File: src/rtl/mac_bo_pkg.sv
package mac_bo_pkg;

   typedef enum logic [2:0] {
      ST_IDLE    = 3'd0,
      ST_DEFER   = 3'd1,
      ST_XMIT    = 3'd2,
      ST_JAM     = 3'd3,
      ST_BACKOFF = 3'd4
   } bo_state_e;

   // counter width that is never zero
   function automatic int cnt_w(input int limit);
      return (limit > 1) ? $clog2(limit) : 1;
   endfunction

endpackage

File: src/rtl/mac_bo_prng.sv
module mac_bo_prng #(
   parameter int          WIDTH = 16,
   parameter logic [31:0] SEED  = 32'h0000_ACE1
) (
   input  logic             clk,
   input  logic             rst_n,
   output logic [WIDTH-1:0] state
);

   logic [WIDTH-1:0] taps;
   logic             fb;

   generate
      if (WIDTH == 16) begin : g_w16
         assign taps = 16'hB400;
      end else if (WIDTH == 32) begin : g_w32
         assign taps = 32'h8020_0003;
      end else begin : g_wbad
         $error("mac_bo_prng: WIDTH must be 16 or 32");
         assign taps = '0;
      end
      if (SEED[WIDTH-1:0] == '0) begin : g_seed_bad
         $error("mac_bo_prng: SEED must be non-zero");
      end
   endgenerate

   assign fb = ^(state & taps);

   always_ff @(posedge clk or negedge rst_n) begin
      if (!rst_n) state <= SEED[WIDTH-1:0];
      else        state <= {state[WIDTH-2:0], fb};
   end

endmodule

File: src/rtl/mac_bo_defer_timer.sv
module mac_bo_defer_timer #(
   parameter int DEFER_CYC = 24
) (
   input  logic clk,
   input  logic rst_n,
   input  logic active,
   input  logic carrier,
   output logic elapsed
);
   import mac_bo_pkg::*;

   localparam int DW = cnt_w(DEFER_CYC);
   localparam logic [DW-1:0] LAST = DW'(DEFER_CYC - 1);

   logic [DW-1:0] cnt_q;

   assign elapsed = active && !carrier && (cnt_q == LAST);

   always_ff @(posedge clk or negedge rst_n) begin
      if (!rst_n)                   cnt_q <= '0;
      else if (!active || carrier)  cnt_q <= '0;
      else if (cnt_q != LAST)       cnt_q <= cnt_q + 1'b1;
   end

endmodule

File: src/rtl/mac_bo_slot_timer.sv
module mac_bo_slot_timer #(
   parameter int SLOT_CYC = 128,
   parameter int MULT_W   = 10
) (
   input  logic              clk,
   input  logic              rst_n,
   input  logic              load,
   input  logic [MULT_W-1:0] load_val,
   input  logic              active,
   output logic              expired
);
   import mac_bo_pkg::*;

   logic [MULT_W-1:0] slots_q;
   logic              slot_wrap;

   generate
      if (SLOT_CYC == 1) begin : g_single
         // every cycle is one slot
         assign slot_wrap = 1'b1;
      end else begin : g_multi
         localparam int TW = cnt_w(SLOT_CYC);
         localparam logic [TW-1:0] TLAST = TW'(SLOT_CYC - 1);
         logic [TW-1:0] tick_q;
         assign slot_wrap = (tick_q == TLAST);
         always_ff @(posedge clk or negedge rst_n) begin
            if (!rst_n)                          tick_q <= '0;
            else if (load)                       tick_q <= '0;
            else if (active && slots_q != '0) begin
               if (slot_wrap) tick_q <= '0;
               else           tick_q <= tick_q + 1'b1;
            end
         end
      end
   endgenerate

   assign expired = active && (slots_q == '0);

   always_ff @(posedge clk or negedge rst_n) begin
      if (!rst_n)                                      slots_q <= '0;
      else if (load)                                   slots_q <= load_val;
      else if (active && slots_q != '0 && slot_wrap)   slots_q <= slots_q - 1'b1;
   end

endmodule

File: src/rtl/mac_backoff_ctrl.sv
module mac_backoff_ctrl #(
   parameter int          DEFER_CYC = 24,
   parameter int          SLOT_CYC  = 128,
   parameter int          JAM_BYTES = 4,
   parameter int          MAX_TRIES = 16,
   parameter int          EXP_CAP   = 10,
   parameter int          LFSR_W    = 16,
   parameter logic [31:0] LFSR_SEED = 32'h0000_ACE1
) (
   input  logic clk,
   input  logic rst_n,
   input  logic frame_req,
   input  logic carrier,
   input  logic collision,
   input  logic tx_end,
   input  logic byte_tick,
   output logic tx_en,
   output logic jam,
   output logic done,
   output logic fail
);
   import mac_bo_pkg::*;

   localparam int ATT_W = $clog2(MAX_TRIES + 1);
   localparam int JAM_W = cnt_w(JAM_BYTES);
   localparam int R_W   = EXP_CAP;

   generate
      if (JAM_BYTES < 4 || JAM_BYTES > 6) begin : g_chk_jam
         $error("mac_backoff_ctrl: JAM_BYTES must lie in 4..6");
      end
      if (EXP_CAP < 1 || EXP_CAP > LFSR_W) begin : g_chk_cap
         $error("mac_backoff_ctrl: EXP_CAP must lie in 1..LFSR_W");
      end
      if (MAX_TRIES < 2) begin : g_chk_tries
         $error("mac_backoff_ctrl: MAX_TRIES must be at least 2");
      end
      if (DEFER_CYC < 1 || SLOT_CYC < 1) begin : g_chk_time
         $error("mac_backoff_ctrl: DEFER_CYC and SLOT_CYC must be positive");
      end
   endgenerate

   bo_state_e         state_q, state_d;
   logic [ATT_W-1:0]  attempts_q;
   logic [JAM_W-1:0]  jam_cnt_q;
   logic              done_q, fail_q;

   logic [LFSR_W-1:0] rnd;
   logic [R_W-1:0]    r_mask, r_draw;
   logic              defer_ok, backoff_over;
   logic              jam_last, give_up, hit, clean_end;

   mac_bo_prng #(.WIDTH(LFSR_W), .SEED(LFSR_SEED)) u_prng (
      .clk   (clk),
      .rst_n (rst_n),
      .state (rnd)
   );

   mac_bo_defer_timer #(.DEFER_CYC(DEFER_CYC)) u_defer (
      .clk     (clk),
      .rst_n   (rst_n),
      .active  (state_q == ST_DEFER),
      .carrier (carrier),
      .elapsed (defer_ok)
   );

   mac_bo_slot_timer #(.SLOT_CYC(SLOT_CYC), .MULT_W(R_W)) u_slots (
      .clk      (clk),
      .rst_n    (rst_n),
      .load     (jam_last && !give_up),
      .load_val (r_draw),
      .active   (state_q == ST_BACKOFF),
      .expired  (backoff_over)
   );

   // exponent follows the collision count, capped at EXP_CAP
   always_comb begin
      if (int'(attempts_q) >= EXP_CAP) r_mask = '1;
      else                             r_mask = ~({R_W{1'b1}} << attempts_q);
   end
   assign r_draw = rnd[R_W-1:0] & r_mask;

   assign hit       = (state_q == ST_XMIT) && collision;
   assign clean_end = (state_q == ST_XMIT) && !collision && tx_end;
   assign jam_last  = (state_q == ST_JAM) && byte_tick &&
                      (jam_cnt_q == JAM_W'(JAM_BYTES - 1));
   assign give_up   = (attempts_q == ATT_W'(MAX_TRIES));

   always_comb begin
      state_d = state_q;
      unique case (state_q)
         ST_IDLE:    if (frame_req)    state_d = ST_DEFER;
         ST_DEFER:   if (defer_ok)     state_d = ST_XMIT;
         ST_XMIT: begin
            if (collision)             state_d = ST_JAM;
            else if (tx_end)           state_d = ST_IDLE;
         end
         ST_JAM:     if (jam_last)     state_d = give_up ? ST_IDLE : ST_BACKOFF;
         ST_BACKOFF: if (backoff_over) state_d = ST_DEFER;
         default:                      state_d = ST_IDLE;
      endcase
   end

   always_ff @(posedge clk or negedge rst_n) begin
      if (!rst_n) begin
         state_q    <= ST_IDLE;
         attempts_q <= '0;
         jam_cnt_q  <= '0;
         done_q     <= 1'b0;
         fail_q     <= 1'b0;
      end else begin
         state_q <= state_d;
         done_q  <= clean_end;
         fail_q  <= jam_last && give_up;

         if (hit)                              attempts_q <= attempts_q + 1'b1;
         else if (clean_end || (jam_last && give_up)) attempts_q <= '0;

         if (state_q != ST_JAM)  jam_cnt_q <= '0;
         else if (byte_tick)     jam_cnt_q <= jam_cnt_q + 1'b1;
      end
   end

   assign tx_en = (state_q == ST_XMIT) || (state_q == ST_JAM);
   assign jam   = (state_q == ST_JAM);
   assign done  = done_q;
   assign fail  = fail_q;

endmodule

File: config.mk
export PLATFORM = sky130hd
export DESIGN_NAME = mac_backoff_ctrl
export DESIGN_NICKNAME = d
export VERILOG_FILES = /design/src/rtl/mac_bo_pkg.sv /design/src/rtl/mac_bo_prng.sv /design/src/rtl/mac_bo_defer_timer.sv /design/src/rtl/mac_bo_slot_timer.sv /design/src/rtl/mac_backoff_ctrl.sv
export SDC_FILE = /design/constraint.sdc
export NUM_CORES = 1
export LEC_CHECK = 0
export BUFFER_PORTS_ARGS = -buffer_cell sky130_fd_sc_hd__clkbuf_2
export CAP_MARGIN = 25
export CORE_UTILIZATION = 55
export CTS_CLUSTER_DIAMETER = 40
export DETAILED_ROUTE_END_ITERATION = 10
export GPL_TIMING_DRIVEN = 0
export PLACE_DENSITY = 0.8
export SLEW_MARGIN = 20
export SYNTH_ARGS = -nofsm -noshare
export SYNTH_HDL_FRONTEND = slang
export SYNTH_SLANG_ARGS = --single-unit
File: constraint.sdc
create_clock -name clk -period 4.44 [get_ports clk]
set_input_delay 0.222 -clock clk [delete_from_list [all_inputs] [get_ports clk]]
set_output_delay 0.222 -clock clk [all_outputs]
set_load 0.02 [all_outputs]
=== Word level (Yosys, flattened, before mapping) ===
Index checks and enable logic that the tools add are counted.

* Register bits: 50
* Input port bits: 7
* Output and inout bits: 4
* Logic and storage cells: 82

* Add/subtract/negate cells: 5
* $lt $le $gt $ge: 1
* Equal/unequal tests: 15
* Shift operators: 1
* Multiplexer cells: 20
* Bitwise logic cells: 2
* Reduce and logical (&&, ||, !) cells: 29

{| class="wikitable"
|+ Operator list
! kind !! count
|-
| two-way mux 10 bit || 3
|-
| two-way mux 3 bit || 7
|-
| two-way mux 7 bit || 3
|-
| two-way mux 5 bit || 4
|-
| parity 16 bit || 1
|-
| case mux 3 bit (5 select lines) || 1
|-
| logical AND 1 bit || 12
|-
| adder 5 x 1 -> 5 bit, second input constant || 2
|-
| AND 10 bit || 1
|-
| equality test 5 bit, second input constant || 2
|-
| logical NOT 10 bit || 1
|-
| NOT 10 bit || 1
|-
| nonzero test 10 bit || 1
|-
| nonzero test 2 bit || 5
|-
| left shift 10 x 5 -> 10 bit, first input constant || 1
|-
| subtractor 10 x 1 -> 10 bit, second input constant || 1
|-
| adder 7 x 1 -> 7 bit, second input constant || 1
|-
| equality test 7 bit, second input constant || 1
|-
| equality test 3 x 2 -> 1 bit, second input constant || 2
|-
| != test 2 bit, second input constant || 3
|-
| greater-or-equal comparator 5 x 4 -> 1 bit, second input constant || 1
|-
| != test 5 bit, second input constant || 1
|-
| AND reduction 5 bit || 1
|-
| logical NOT 1 bit || 4
|-
| 10 further kinds || 13
|}

=== Depth between registers and ports, before layout ===
Gate-level depths: netlist (run 1).

* Depth after elaboration: 7
* Mapped depth: 7

=== Modules after synthesis ===
A second synthesis (run 1) with hierarchy kept.

* Cells, all modules: 257
* Area, all modules: 2596.2 µm²

{| class="wikitable"
|+ By module, submodules not included
! module !! times used !! cells an instance !! area each (µm²) !! seq. area each (µm²)
|-
| mac_bo_slot_timer || 1 || 127 || 1083.5 || 425.4
|-
| mac_backoff_ctrl || 1 || 89 || 829.5 || 300.3
|-
| mac_bo_prng || 1 || 19 || 436.7 || 410.4
|-
| mac_bo_defer_timer || 1 || 22 || 246.5 || 125.1
|}

=== Least setup slack after synthesis (run 1) ===
No wires, ideal clock.

* Path kind: reg2reg
* From: register u_slots.slots_q[0]
* To: register u_slots.g_multi.tick_q[1]
* Setup time: 132 ps
* Arrival time: 1778 ps
* Required time: 4308 ps
* Setup slack: 2530 ps
* Stages on the path, launching flop included: 8
* Path through: dfrtp_1 inv_1 ha_1 or4b_1 o31ai_4 buf_6 mux2i_1 nor2_1

* Word-level cells in the longest chain between the ends: 3

{| class="wikitable"
|+ Ends and longest elaborated chain
! element !! RTL line !! text
|-
| start, declared || mac_bo_slot_timer.sv:14 || <nowiki>logic [MULT_W-1:0] slots_q;</nowiki>
|-
| start signal, assigned || mac_bo_slot_timer.sv:41 || <nowiki>else if (load) slots_q <= load_val;</nowiki>
|-
| start signal, assigned || mac_bo_slot_timer.sv:42 || <nowiki>else if (active && slots_q != '0 && slot_wrap) slots_q <= slots_q - 1'b1;</nowiki>
|-
| nonzero test 10 bit || mac_bo_slot_timer.sv:29 || <nowiki>else if (active && slots_q != '0) begin</nowiki>
|-
| logical AND 1 bit || mac_bo_slot_timer.sv:29 ||
|-
| nonzero test 2 bit (no line) || -- ||
|-
| end signal, assigned || mac_bo_slot_timer.sv:31 || <nowiki>else tick_q <= tick_q + 1'b1;</nowiki>
|-
| end, declared || mac_bo_slot_timer.sv:24 || <nowiki>logic [TW-1:0] tick_q;</nowiki>
|}

Every way passes these cells.
A chain may end at the register's enable or synchronous reset.

=== Worst setup path after layout (run 1) ===
* From: register u_slots.slots_q[0]
* To: register u_slots.slots_q[1]

* Word-level cells in the longest chain between the ends: 4
* Elaborated cells on any way between the ends: 7

{| class="wikitable"
|+ Ends and longest elaborated chain
! element
|-
| branches (longest 4 deep; another with subtractor 10 x 1 -> 10 bit)
|}

Parallel ways; which one is timed is not known. The select of a mux whose other input is x is not followed.

==> metrics, run 1 <==
Critical Path AT 2.42 ns; simple-gate share of the synthesized area 21.8%; number of global-route vias before repair 1949; grt total ovfl 0; cell-internal power 0.000571 W; critical-path cell list inv_1 -> ha_1 -> or4b_1 -> o31ai_4 -> buf_4 -> o211ai_1 -> nand3_1; Worst setup SP type flop; DIE AREA 0.00486 mm2; Sum Neg Setup Slack 0 ns; part of the Yosys area used for sequential elements 50.0%; final hold viol count 0; clk sinks 50; area grow syn2layout 8.49%; nets@finish about 280; clk_lat worst skew around 0.30 ns; Port Buffers 10; Least-Margin Pin Slew 0.656 ns; final core utilization 62.4%; Horiz. Die Dim between 60 and 70 um; largest family of logic cells by synthesized area simple AND/OR/NAND/NOR gates; DRT Wirelength approximately 5100 um; worst hold path type in2reg; Crit path depth 7; Final setup viols 0; #FFs+latches synth 50; CTS clk-pin slew, worst paths 0.09 ns; layout cell share with drive strength beyond 1 between 10% and 20%; final worst-path cycle share 49.1%; placed wire-length estimate 3560 um; NetSw approximately 0.00016 W; Setup WS pre-CTS approximately 2.3 ns; Final Worst Setup Slack 2.26 ns; Post CTS Setup Buffer Count 0; First-pass DRT Iterations 4; reg-to-reg slack, setup 2.26 ns; CP max-delay cell or4b_1; vias per inst about 6.1; leakage power 1.17 nW; Worst path top cell family by delay simple AND/OR/NAND/NOR gates; mux contribution to synthesized area 2.04%; TritonCTS clock tree yes; Setup Skew ~0.011 ns; CP Class reg2reg; CP Max Fanout 10; I/O pins 11; Critical Path Max Stage Delay approximately 0.52 ns; commonest non-fill, non-tap cell in the layout dfrtp_1; H-tree levels 2; Post-synth EDFFs 0; Synth Net Count 259; cells on worst reg2reg path 7; Syn Area/Cell 10.4 um2; Adder-Cell Fraction of Synth Area ~4.5%; largest net degree at the start of global routing 51; FMAX 459 MHz; # diodes 0; root buf cell clkbuf_8; core area 0.00438 mm2; Crit Reg-Reg Endpoint u_slots.slots_q[1]$_DFFE_PN0P_; initial cell density of the core 57.5%; Syn. warnings 0; Sequential Power Share a little over three fifths; WP data required between 4 and 5 ns; max-cap violations 0; GP Congestion 0.825; Final ANT Viol Nets 0; drt initial violations 138; RSZ-0062 raised after global routing false; gr usage total 23.3%; clock power share 35.5%; routed via count 1919; clock buffer depth 2; r2r startpoint u_slots.slots_q[0]$_DFFE_PN0P_; crit end category flop; switching share of power 21.8%; Gate Count Post-Synth 243; Slew Limit Headroom 56.3%; Die Span Y 69.7 um; status finished clean; most frequent cells in the layout 42 x dfrtp_1, 17 x nand3_1, 16 x inv_1, 15 x nor2_1, 15 x nand2_1; global-route wire length before repair 8880 um; Post-Synth XOR/XNOR Area 2.43%; initial antenna violation count 0; Pins Over Slew Limit 0; Worst Setup EP u_slots.slots_q[1]$_DFFE_PN0P_; Netlist cell types 52; power per standard cell area 267 mW/mm2; CTS Buf Count 5; ys async rst share 100%; Routed WL per cell 16.3 um; Crit. Startpoint u_slots.slots_q[0]$_DFFE_PN0P_; buffers and inverters on the worst path 2; Comb power frac around 2.1%; Max VDD drop 0.167 mV; Rows 24; compound-cell area share of the yosys netlist 14.6%; Tmin final 2.18 ns; drt drc 0; area of the mapped netlist roughly 0.0025 mm2; Synth Flop Type dfrtp_1
-- cells by family after synthesis --
kind of cell    count (synthesis)
buf+inv                        27
mux                             5
compound gates                 52
flops                          50
simple gates                   93
fa+ha+maj                       9
xor+xnor                        7
-- area by class of cell --
class                      count  area (um2)
fill                         369        1650
sequential                    50        1260
multi-input combinational    166        1140
clock buffer                   6        72.6
tap                           52        65.1
timing repair buffer          11        62.6
inverter                      16        60.1
buffer                        11        55.1
clock inverter                 2        13.8
-- worst min-delay path by stage --
| stage | end | cells past startpoint | slack [ns] | from |
|---|---|---|---|---|
| 3_3_place_gp | u_prng.state[15]$_DFF_PN1_ | 0 | 0.34 | u_prng.state[14]$_DFF_PN0_ |
| 4_1_cts | done$_DFF_PN0_ | 3 | 0.17 | tx_end |
| 6_report | done$_DFF_PN0_ | 3 | 0.18 | tx_end |
| 5_1_grt | done$_DFF_PN0_ | 3 | 0.18 | tx_end |
| 2_1_floorplan | attempts_q[0]$_DFFE_PN0P_ | 0 | -0.07 | rst_n |
| 3_5_place_dp | u_defer.cnt_q[2]$_DFFE_PN0P_ | 1 | 0.32 | rst_n |
-- sequential cells by signal, indices dropped and copies added (netlist names) --
name,count
u_slots.g_multi.tick_q,7
attempts_q,5
u_slots.slots_q,10
fail,1
state_q,3
u_defer.cnt_q,5
jam_cnt_q,2
done,1
u_prng.state,16
-- through the flow --
stage                     cell area (um2)  power [W]  cells  hold slack, ns
final                                2730   0.000730    314           0.176
after floorplan                      2520   0.000466    243         -0.0736
after CTS                            2730   0.000735    314           0.168
after detailed placement             2640   0.000479    305           0.319
after global routing                 2730   0.000754    314           0.181
after global placement               2640   0.000479    305           0.338
-- layer usage --
metal | part of all wire [%] | GRT usage (%) | routed length, um | vias to the layer above
li1 | - | - | - | 936
met1 | 48 | 31.5 | 2450 | 927
met2 | 46 | 36.2 | 2350 | 37
met3 | 3.1 | 4.22 | 161 | 19
met4 | 3.0 | 11.3 | 151 | 0
met5 | 0 | 0 | 0 | -
-- power groups by stage --
stage	Combinational, W	Sequential [W]	Clock, W
after detailed placement	0.0000154	0.000464	0
final	0.0000156	0.000455	0.000259
after global placement	0.0000152	0.000464	0
after global routing	0.0000180	0.000455	0.000280
after CTS	0.0000163	0.000455	0.000264
after floorplan	0.00000219	0.000464	0
-- worst register-to-register path, cell delays in order (launching register included) --
cell and delay, ns:
dfrtp_1 0.42, inv_1 0.07, ha_1 0.18, or4b_1 0.52, o31ai_4 0.42, buf_4 0.26
o211ai_1 0.12, nand3_1 0.13
-- synth_stat cells, types with 3 or more instances --
cell type	n	share of area, %
or4_1	3	0.89
xor2_1	4	1.4
inv_1	16	2.4
o21ai_0	11	2.2
dfrtp_1	42	42
o211ai_1	4	1.2
a21oi_1	9	1.8
mux2i_1	4	1.6
a31oi_1	4	0.99
nand2_1	15	2.2
clkbuf_1	7	1.0
nand3_1	17	3.4
nor2_1	15	2.2
nor3_1	3	0.60
nand2b_1	3	0.74
o31ai_1	4	1.2
xnor2_1	3	1.0
dfstp_2	8	8.3
nor3b_1	3	0.89
and4_1	5	1.7
or3_1	5	1.2
or2_2	4	0.99
ha_1	9	4.5
o311ai_0	6	2.1
-- repair_timing --
action / 4_1_cts / 5_1_grt
hold buffers: 1 / 0
resized for setup: 0 / 0
hold endpoints to repair: 19 / 0
(Power assumes the default switching activity.)
==> run 2, diff against run 1 <==
--- a/config.mk
+++ b/config.mk
@@ -5,13 +5,14 @@
 export SDC_FILE = /design/constraint.sdc
 export NUM_CORES = 1
 export LEC_CHECK = 0
+export ABC_AREA = 1
 export BUFFER_PORTS_ARGS = -buffer_cell sky130_fd_sc_hd__clkbuf_2
 export CAP_MARGIN = 25
 export CORE_UTILIZATION = 55
 export CTS_CLUSTER_DIAMETER = 40
 export DETAILED_ROUTE_END_ITERATION = 10
 export GPL_TIMING_DRIVEN = 0
-export PLACE_DENSITY = 0.8
+export PLACE_DENSITY = 0.83
 export SLEW_MARGIN = 20
 export SYNTH_ARGS = -nofsm -noshare
 export SYNTH_HDL_FRONTEND = slang
==> constraint.sdc (replaced) <==
create_clock -name clk -period 1.9 [get_ports clk]
set_input_delay 0.095 -clock clk [delete_from_list [all_inputs] [get_ports clk]]
set_output_delay 0.095 -clock clk [all_outputs]
set_load 0.02 [all_outputs]
==> metrics, run 2 <==
initial antenna violation count 0 (unchanged); final core utilization 63.6% (was 62.4%); Tmin final 1.67 ns (was 2.18 ns); Top Registers u_prng.state x16, u_slots.slots_q x10, u_slots.g_multi.tick_q x7 (unchanged); placed wire-length estimate 3480 um (was 3560 um); clk sinks 50 (unchanged); Hold WS 0.0339 ns (was 0.176 ns); Post-synth EDFFs 0 (unchanged); H-tree levels 2 (unchanged); Worst setup SP type flop (unchanged); #FFs+latches synth 50 (unchanged); drt drc 0 (unchanged); Die Span Y 71.0 um (was 69.7 um); Area after DPL 0.00274 mm2 (was 0.00264 mm2); CTS clk-pin slew, worst paths 0.09 ns (about the same); Synth area leaders dfrtp_1 40%, nand2_1 14%, dfstp_2 8.0% (was dfrtp_1 42%, dfstp_2 8.3%, ha_1 4.5%); Final ANT Viol Nets 0 (unchanged); Least-Margin Pin Slew 0.654 ns (was 0.656 ns); Reg area 0.00126 mm2 (unchanged); largest reg by FF count u_prng.state (unchanged); leakage power 1.48 nW (was 1.17 nW); Hold Path Origin tx_end (unchanged); Top Layer Used met4 (unchanged); Total Power 0.00269 W (was 0.000730 W); Setup Skew 0.00709 ns (was 0.0110 ns); I/O pins 11 (unchanged); nets@finish 357 (was 277); Rows 24 (unchanged); grt total ovfl 0 (unchanged); drt initial violations 185 (was 138); CP max-delay cell dfrtp_1 (was or4b_1); crit end category flop (unchanged); max-cap violations 0 (unchanged); Pins Over Slew Limit 0 (unchanged); r2r startpoint u_slots.slots_q[0]$_DFFE_PN0P_ (unchanged); Post CTS Setup Buffer Count 0 (unchanged); FMAX 597 MHz (was 459 MHz); power per standard cell area 945 mW/mm2 (was 267 mW/mm2); CP Class reg2reg (unchanged); Port Buffers 10 (unchanged); Crit. Startpoint u_slots.slots_q[0]$_DFFE_PN0P_ (unchanged); layout cell share with drive strength beyond 1 13.5% (was 15.6%); ys async rst share 100% (unchanged); routed via count 2076 (was 1919); RSZ-0062 raised after global routing false (unchanged); status finished clean (unchanged); # diodes 0 (unchanged); Final setup viols 0 (unchanged); clk_lat worst skew 0.31 ns (was 0.30 ns); final worst-path cycle share 88.1% (was 49.1%); Yosys top cell area share 40.1% (was 41.7%); most frequent cells in the layout 96 x nand2_1, 42 x dfrtp_1, 36 x inv_1, 29 x nand3_1, 28 x nor2_1 (was 42 x dfrtp_1, 17 x nand3_1, 16 x inv_1, 15 x nor2_1, 15 x nand2_1); critical-path cell list inv_1 -> ha_1 -> nand2_1 -> nor2_1 -> nand2_1 -> nand3_1 -> nand2_2 -> buf_6 -> nand2_1 -> nand2_1 (was inv_1 -> ha_1 -> or4b_1 -> o31ai_4 -> buf_4 -> o211ai_1 -> nand3_1); Netlist cell types 30 (was 52); CP Max Fanout 10 (unchanged); core area 0.00447 mm2 (was 0.00438 mm2); Synth Flop Type dfrtp_1 (unchanged); Syn Area/Cell 8.14 um2 (was 10.4 um2); gr usage total 22.9% (was 23.3%); initial cell density of the core 58.6% (was 57.5%); Max VDD drop 0.594 mV (was 0.167 mV); Yosys top cell by area dfrtp_1 (unchanged); Synth Net Count 338 (was 259); most common cell in the netlist nand2_1 (was dfrtp_1); Slew Limit Headroom 56.4% (was 56.3%); area grow syn2layout 8.55% (was 8.49%); max reg flops 16 (unchanged); global-route wire length before repair 8970 um (was 8880 um); largest net degree at the start of global routing 51 (unchanged); Gate Count Post-Synth 322 (was 243); commonest non-fill, non-tap cell in the layout nand2_1 (was dfrtp_1); GP Congestion 0.860 (was 0.825); part of the Yosys area used for sequential elements 48.1% (was 50.0%); area of the mapped netlist 0.00262 mm2 (was 0.00252 mm2); DRT Wirelength 4950 um (was 5120 um); Syn. warnings 0 (unchanged); root buf cell clkbuf_8 (unchanged); met2 WL 2400 um (was 2350 um); Fillers 393 (was 369); DIE AREA 0.00504 mm2 (was 0.00486 mm2); clock buffer depth 2 (unchanged); vias per inst 5.27 (was 6.11); Critical Path AT 1.88 ns (was 2.42 ns); Routed WL per cell 12.6 um (was 16.3 um); WP data required 2.10 ns (was 4.68 ns); Horiz. Die Dim 71.0 um (was 69.7 um); number of global-route vias before repair 2063 (was 1949); Design Area, Final 0.00284 mm2 (was 0.00273 mm2); worst hold path type in2reg (unchanged); First-pass DRT Iterations 4 (unchanged); most frequent CP cell nand2_1; met3 routed WL 141 um (was 161 um); Commonest cells post-synth 97 x nand2_1, 42 x dfrtp_1, 36 x inv_1 (was 42 x dfrtp_1, 17 x nand3_1, 16 x inv_1); TritonCTS clock tree yes (unchanged); Met1 Routed Length 2350 um (was 2450 um); Sum Neg Setup Slack 0 ns (unchanged); final hold viol count 0 (unchanged); footprint of the multi-input gates 0.00119 mm2 (was 0.00114 mm2); CTS Buf Count 5 (unchanged); Critical Path Max Stage Delay 0.38 ns (was 0.52 ns)
==> run 2: changes by cell type after synthesis, moves of 6 or more <==
cell,change
clkbuf_1,-7
nand3_1,+12
nand4_1,+6
nand2_1,+82
o311ai_0,-6
o21ai_0,+11
inv_1,+20
nor2_1,+13
==> run 2: area by class of cell <==
class	count	area share, %
Sequential cell	50	44.3
Multi-Input combinational cell	231	41.8
Inverter	38	5.02
Clock buffer	7	2.68
Timing Repair Buffer	12	2.55
Tap cell	52	2.29
Buffer	3	1.06
Clock inverter	1	0.264
==> run 2: worst paths after layout <==
kind | depth (start not counted) | end | slack (ns)
min | 3 | done$_DFF_PN0_ | 0.03
max reg2reg | 10 | u_slots.slots_q[0]$_DFFE_PN0P_ | 0.23
max | 10 | u_slots.slots_q[0]$_DFFE_PN0P_ | 0.23
min reg2reg | 0 | u_prng.state[15]$_DFF_PN1_ | 0.36
min in group asynchronous | 2 | done$_DFF_PN0_ | 0.38
max in group asynchronous | 2 | u_slots.g_multi.tick_q[2]$_DFFE_PN0P_ | 1.09
==> run 2: timing repair <==
action                                 4_1_cts  5_1_grt
hold buffers                                 2        0
gates resized for setup                      0        1
endpoints found under the hold margin       43        0
setup endpoints to repair                    0        1
==> run 2: layer usage <==
metal / track usage (%) / vias to the layer above
met5: 0 / -
met3: 4.84 / 5
li1: - / 1066
met2: 38.5 / 26
met4: 10.0 / 0
met1: 28.8 / 979
==> run 2: worst max-delay path, delay by kind of cell (launching register included) <==
kind	cells	cell delay, ns
and+or+nand+nor	7	0.75
buffers and inverters	2	0.25
adders and majority gates	1	0.19
DFF	1	0.38
==> run 2: kinds of logic after synthesis <==
kind of cell / synth area share, %
fa+ha+maj: 4.30
xor+xnor: 2.34
flops: 48.1
buf+inv: 6.59
simple gates: 31.3
compound gates: 7.31
==> run 2: per-stage QoR <==
step | cells | setup WS, ns
2_1_floorplan | 322 | 0.449
3_3_place_gp | 384 | 0.209
3_5_place_dp | 384 | 0.187
4_1_cts | 394 | 0.178
5_1_grt | 394 | 0.0163
6_report | 394 | 0.225
==> run 2: power breakdown <==
| part | leakage [nW] | total, W | internal (W) | switching [W] |
|---|---|---|---|---|
| Clock | 0.0385 | 0.000606 | 0.000261 | 0.000345 |
| Sequential | 0.639 | 0.00133 | 0.00118 | 0.000150 |
| Combinational | 0.799 | 0.000750 | 0.000269 | 0.000480 |
| Total | 1.48 | 0.00269 | 0.00171 | 0.000975 |
==> run 3, diff against run 2 <==
--- a/config.mk
+++ b/config.mk
@@ -13,6 +13,7 @@
 export DETAILED_ROUTE_END_ITERATION = 10
 export GPL_TIMING_DRIVEN = 0
 export PLACE_DENSITY = 0.83
+export RECOVER_POWER = 50
 export SLEW_MARGIN = 20
 export SYNTH_ARGS = -nofsm -noshare
 export SYNTH_HDL_FRONTEND = slang
==> metrics, run 3 (synthesis gave the netlist of run 2 again) <==
First-pass DRT Iterations 4 (unchanged); Worst setup SP type flop (unchanged); Port Buffers 10 (unchanged); largest net degree at the start of global routing 51 (unchanged); final worst-path cycle share 88.6% (was 88.1%); Top Registers u_prng.state x16, u_slots.slots_q x10, u_slots.g_multi.tick_q x7 (unchanged); final hold viol count 0 (unchanged); max-cap violations 0 (unchanged); max reg flops 16 (unchanged); Rows 24 (unchanged); routed via count 2072 (was 2076); crit end category flop (unchanged); CTS Buf Count 5 (unchanged); drt drc 0 (unchanged); # diodes 0 (unchanged); clk sinks 50 (unchanged); GP Congestion 0.860 (unchanged); core area 0.00447 mm2 (unchanged); Horiz. Die Dim 71.0 um (unchanged); root buf cell clkbuf_8 (unchanged); DRT Wirelength 4960 um (was 4950 um); DIE AREA 0.00504 mm2 (unchanged); Area after DPL 0.00274 mm2 (unchanged); WP data required 2.10 ns (about the same); initial cell density of the core 58.6% (unchanged); global-route wire length before repair 8970 um (unchanged); Critical Path AT 1.88 ns (about the same); Setup Skew 0.00759 ns (was 0.00709 ns); gr usage total 22.9% (unchanged); Design Area, Final 0.00284 mm2 (about the same); TritonCTS clock tree yes (unchanged); Final setup viols 0 (unchanged); CP Class reg2reg (unchanged); commonest non-fill, non-tap cell in the layout nand2_1 (unchanged); Max VDD drop 0.594 mV (about the same); area grow syn2layout 8.40% (was 8.55%); clock buffer depth 2 (unchanged); cells on worst reg2reg path 10 (unchanged); layout cell share with drive strength beyond 1 11.4% (was 13.5%); vias per inst 5.26 (was 5.27); RSZ-0062 raised after global routing false (unchanged); Least-Margin Pin Slew 1.18 ns (was 0.654 ns); Sum Neg Setup Slack 0 ns (unchanged); most frequent cells in the layout 96 x nand2_1, 42 x dfrtp_1, 36 x inv_1, 29 x nand3_1, 28 x nor2_1 (unchanged); placed wire-length estimate 3480 um (unchanged); Routed WL per cell 12.6 um (about the same); CP Max Fanout 10 (unchanged); drt initial violations 242 (was 185); leakage power 1.47 nW (was 1.48 nW); number of global-route vias before repair 2063 (unchanged); Setup WS pre-CTS 0.187 ns (unchanged); nets@finish 357 (unchanged); Pins Over Slew Limit 0 (unchanged); Final ANT Viol Nets 0 (unchanged); I/O pins 11 (unchanged); Final Worst Setup Slack 0.217 ns (was 0.225 ns); status finished clean (unchanged); power per standard cell area 945 mW/mm2 (about the same); FMAX 594 MHz (was 597 MHz); grt total ovfl 0 (unchanged); CTS clk-pin slew, worst paths 0.09 ns (about the same); H-tree levels 2 (unchanged); clk_lat worst skew 0.31 ns (about the same); Hold Crit Depth 3 (unchanged); initial antenna violation count 0 (unchanged); Slew Limit Headroom 21.5% (was 56.4%); Die Span Y 71.0 um (unchanged); Tmin final 1.68 ns (was 1.67 ns); worst hold path type in2reg (unchanged); Post CTS Setup Buffer Count 0 (unchanged); largest reg by FF count u_prng.state (unchanged)
==> run 3: area by class of cell <==
type / instances / area, um2
Fill cell: 394 / 1630
Sequential cell: 50 / 1260
Multi-Input combinational cell: 231 / 1190
Inverter: 38 / 143
Clock buffer: 7 / 76.3
Timing Repair Buffer: 12 / 68.8
Tap cell: 52 / 65.1
Buffer: 3 / 30.0
Clock inverter: 1 / 7.51
==> run 3: metrics by stage <==
stage,cells,util (%),total power [W],hold WS (ns)
finish,394,63.5,0.00268,0.0338
global route,394,63.5,0.00289,0.0338
CTS,394,63.5,0.00271,0.0227
global placement,384,61.1,0.00207,0.287
floorplan,322,-,0.00190,-0.201
detailed placement,384,61.2,0.00210,0.197
==> run 3: report_power, final <==
| group | internal (W) | switching (W) |
|---|---|---|
| logic | 0.000268 | 0.000480 |
| registers | 0.00118 | 0.000150 |
| clock network | 0.000261 | 0.000344 |
| total | 0.00171 | 0.000974 |
==> run 3: critical path: stages, from the launching register on <==
cell and delay, ns:
dfrtp_1 0.38, inv_1 0.09, ha_1 0.19, nand2_1 0.10
nor2_1 0.14, nand2_1 0.18, nand3_1 0.13, nand2_2 0.09
buf_6 0.16, nand2_1 0.07, nand2_1 0.05
==> run 3: path summary, 6_finish.rpt <==
path,to,slack (ns),start
min,done$_DFF_PN0_,0.03,tx_end
max reg2reg,u_slots.slots_q[5]$_DFFE_PN0P_,0.22,u_slots.slots_q[0]$_DFFE_PN0P_
max,u_slots.slots_q[5]$_DFFE_PN0P_,0.22,u_slots.slots_q[0]$_DFFE_PN0P_
min in group asynchronous,done$_DFF_PN0_,0.56,rst_n
min reg2reg,u_prng.state[15]$_DFF_PN1_,0.36,u_prng.state[14]$_DFF_PN0_
max in group asynchronous,u_slots.g_multi.tick_q[2]$_DFFE_PN0P_,0.63,rst_n
==> run 3: timing repair <==
item | CTS | global route
hold endpoints to repair | 43 | 0
endpoints found under the setup margin | 0 | 1
resized for setup | 0 | 1
hold buffers | 2 | 0
==> run 3: metal layers <==
metal,vias up,part of all wire (%),global-route usage [%]
met4,0,1.4,10.0
met2,30,48,38.5
met1,971,47,28.8
met3,5,3.0,4.84
li1,1066,-,-
met5,-,0,0
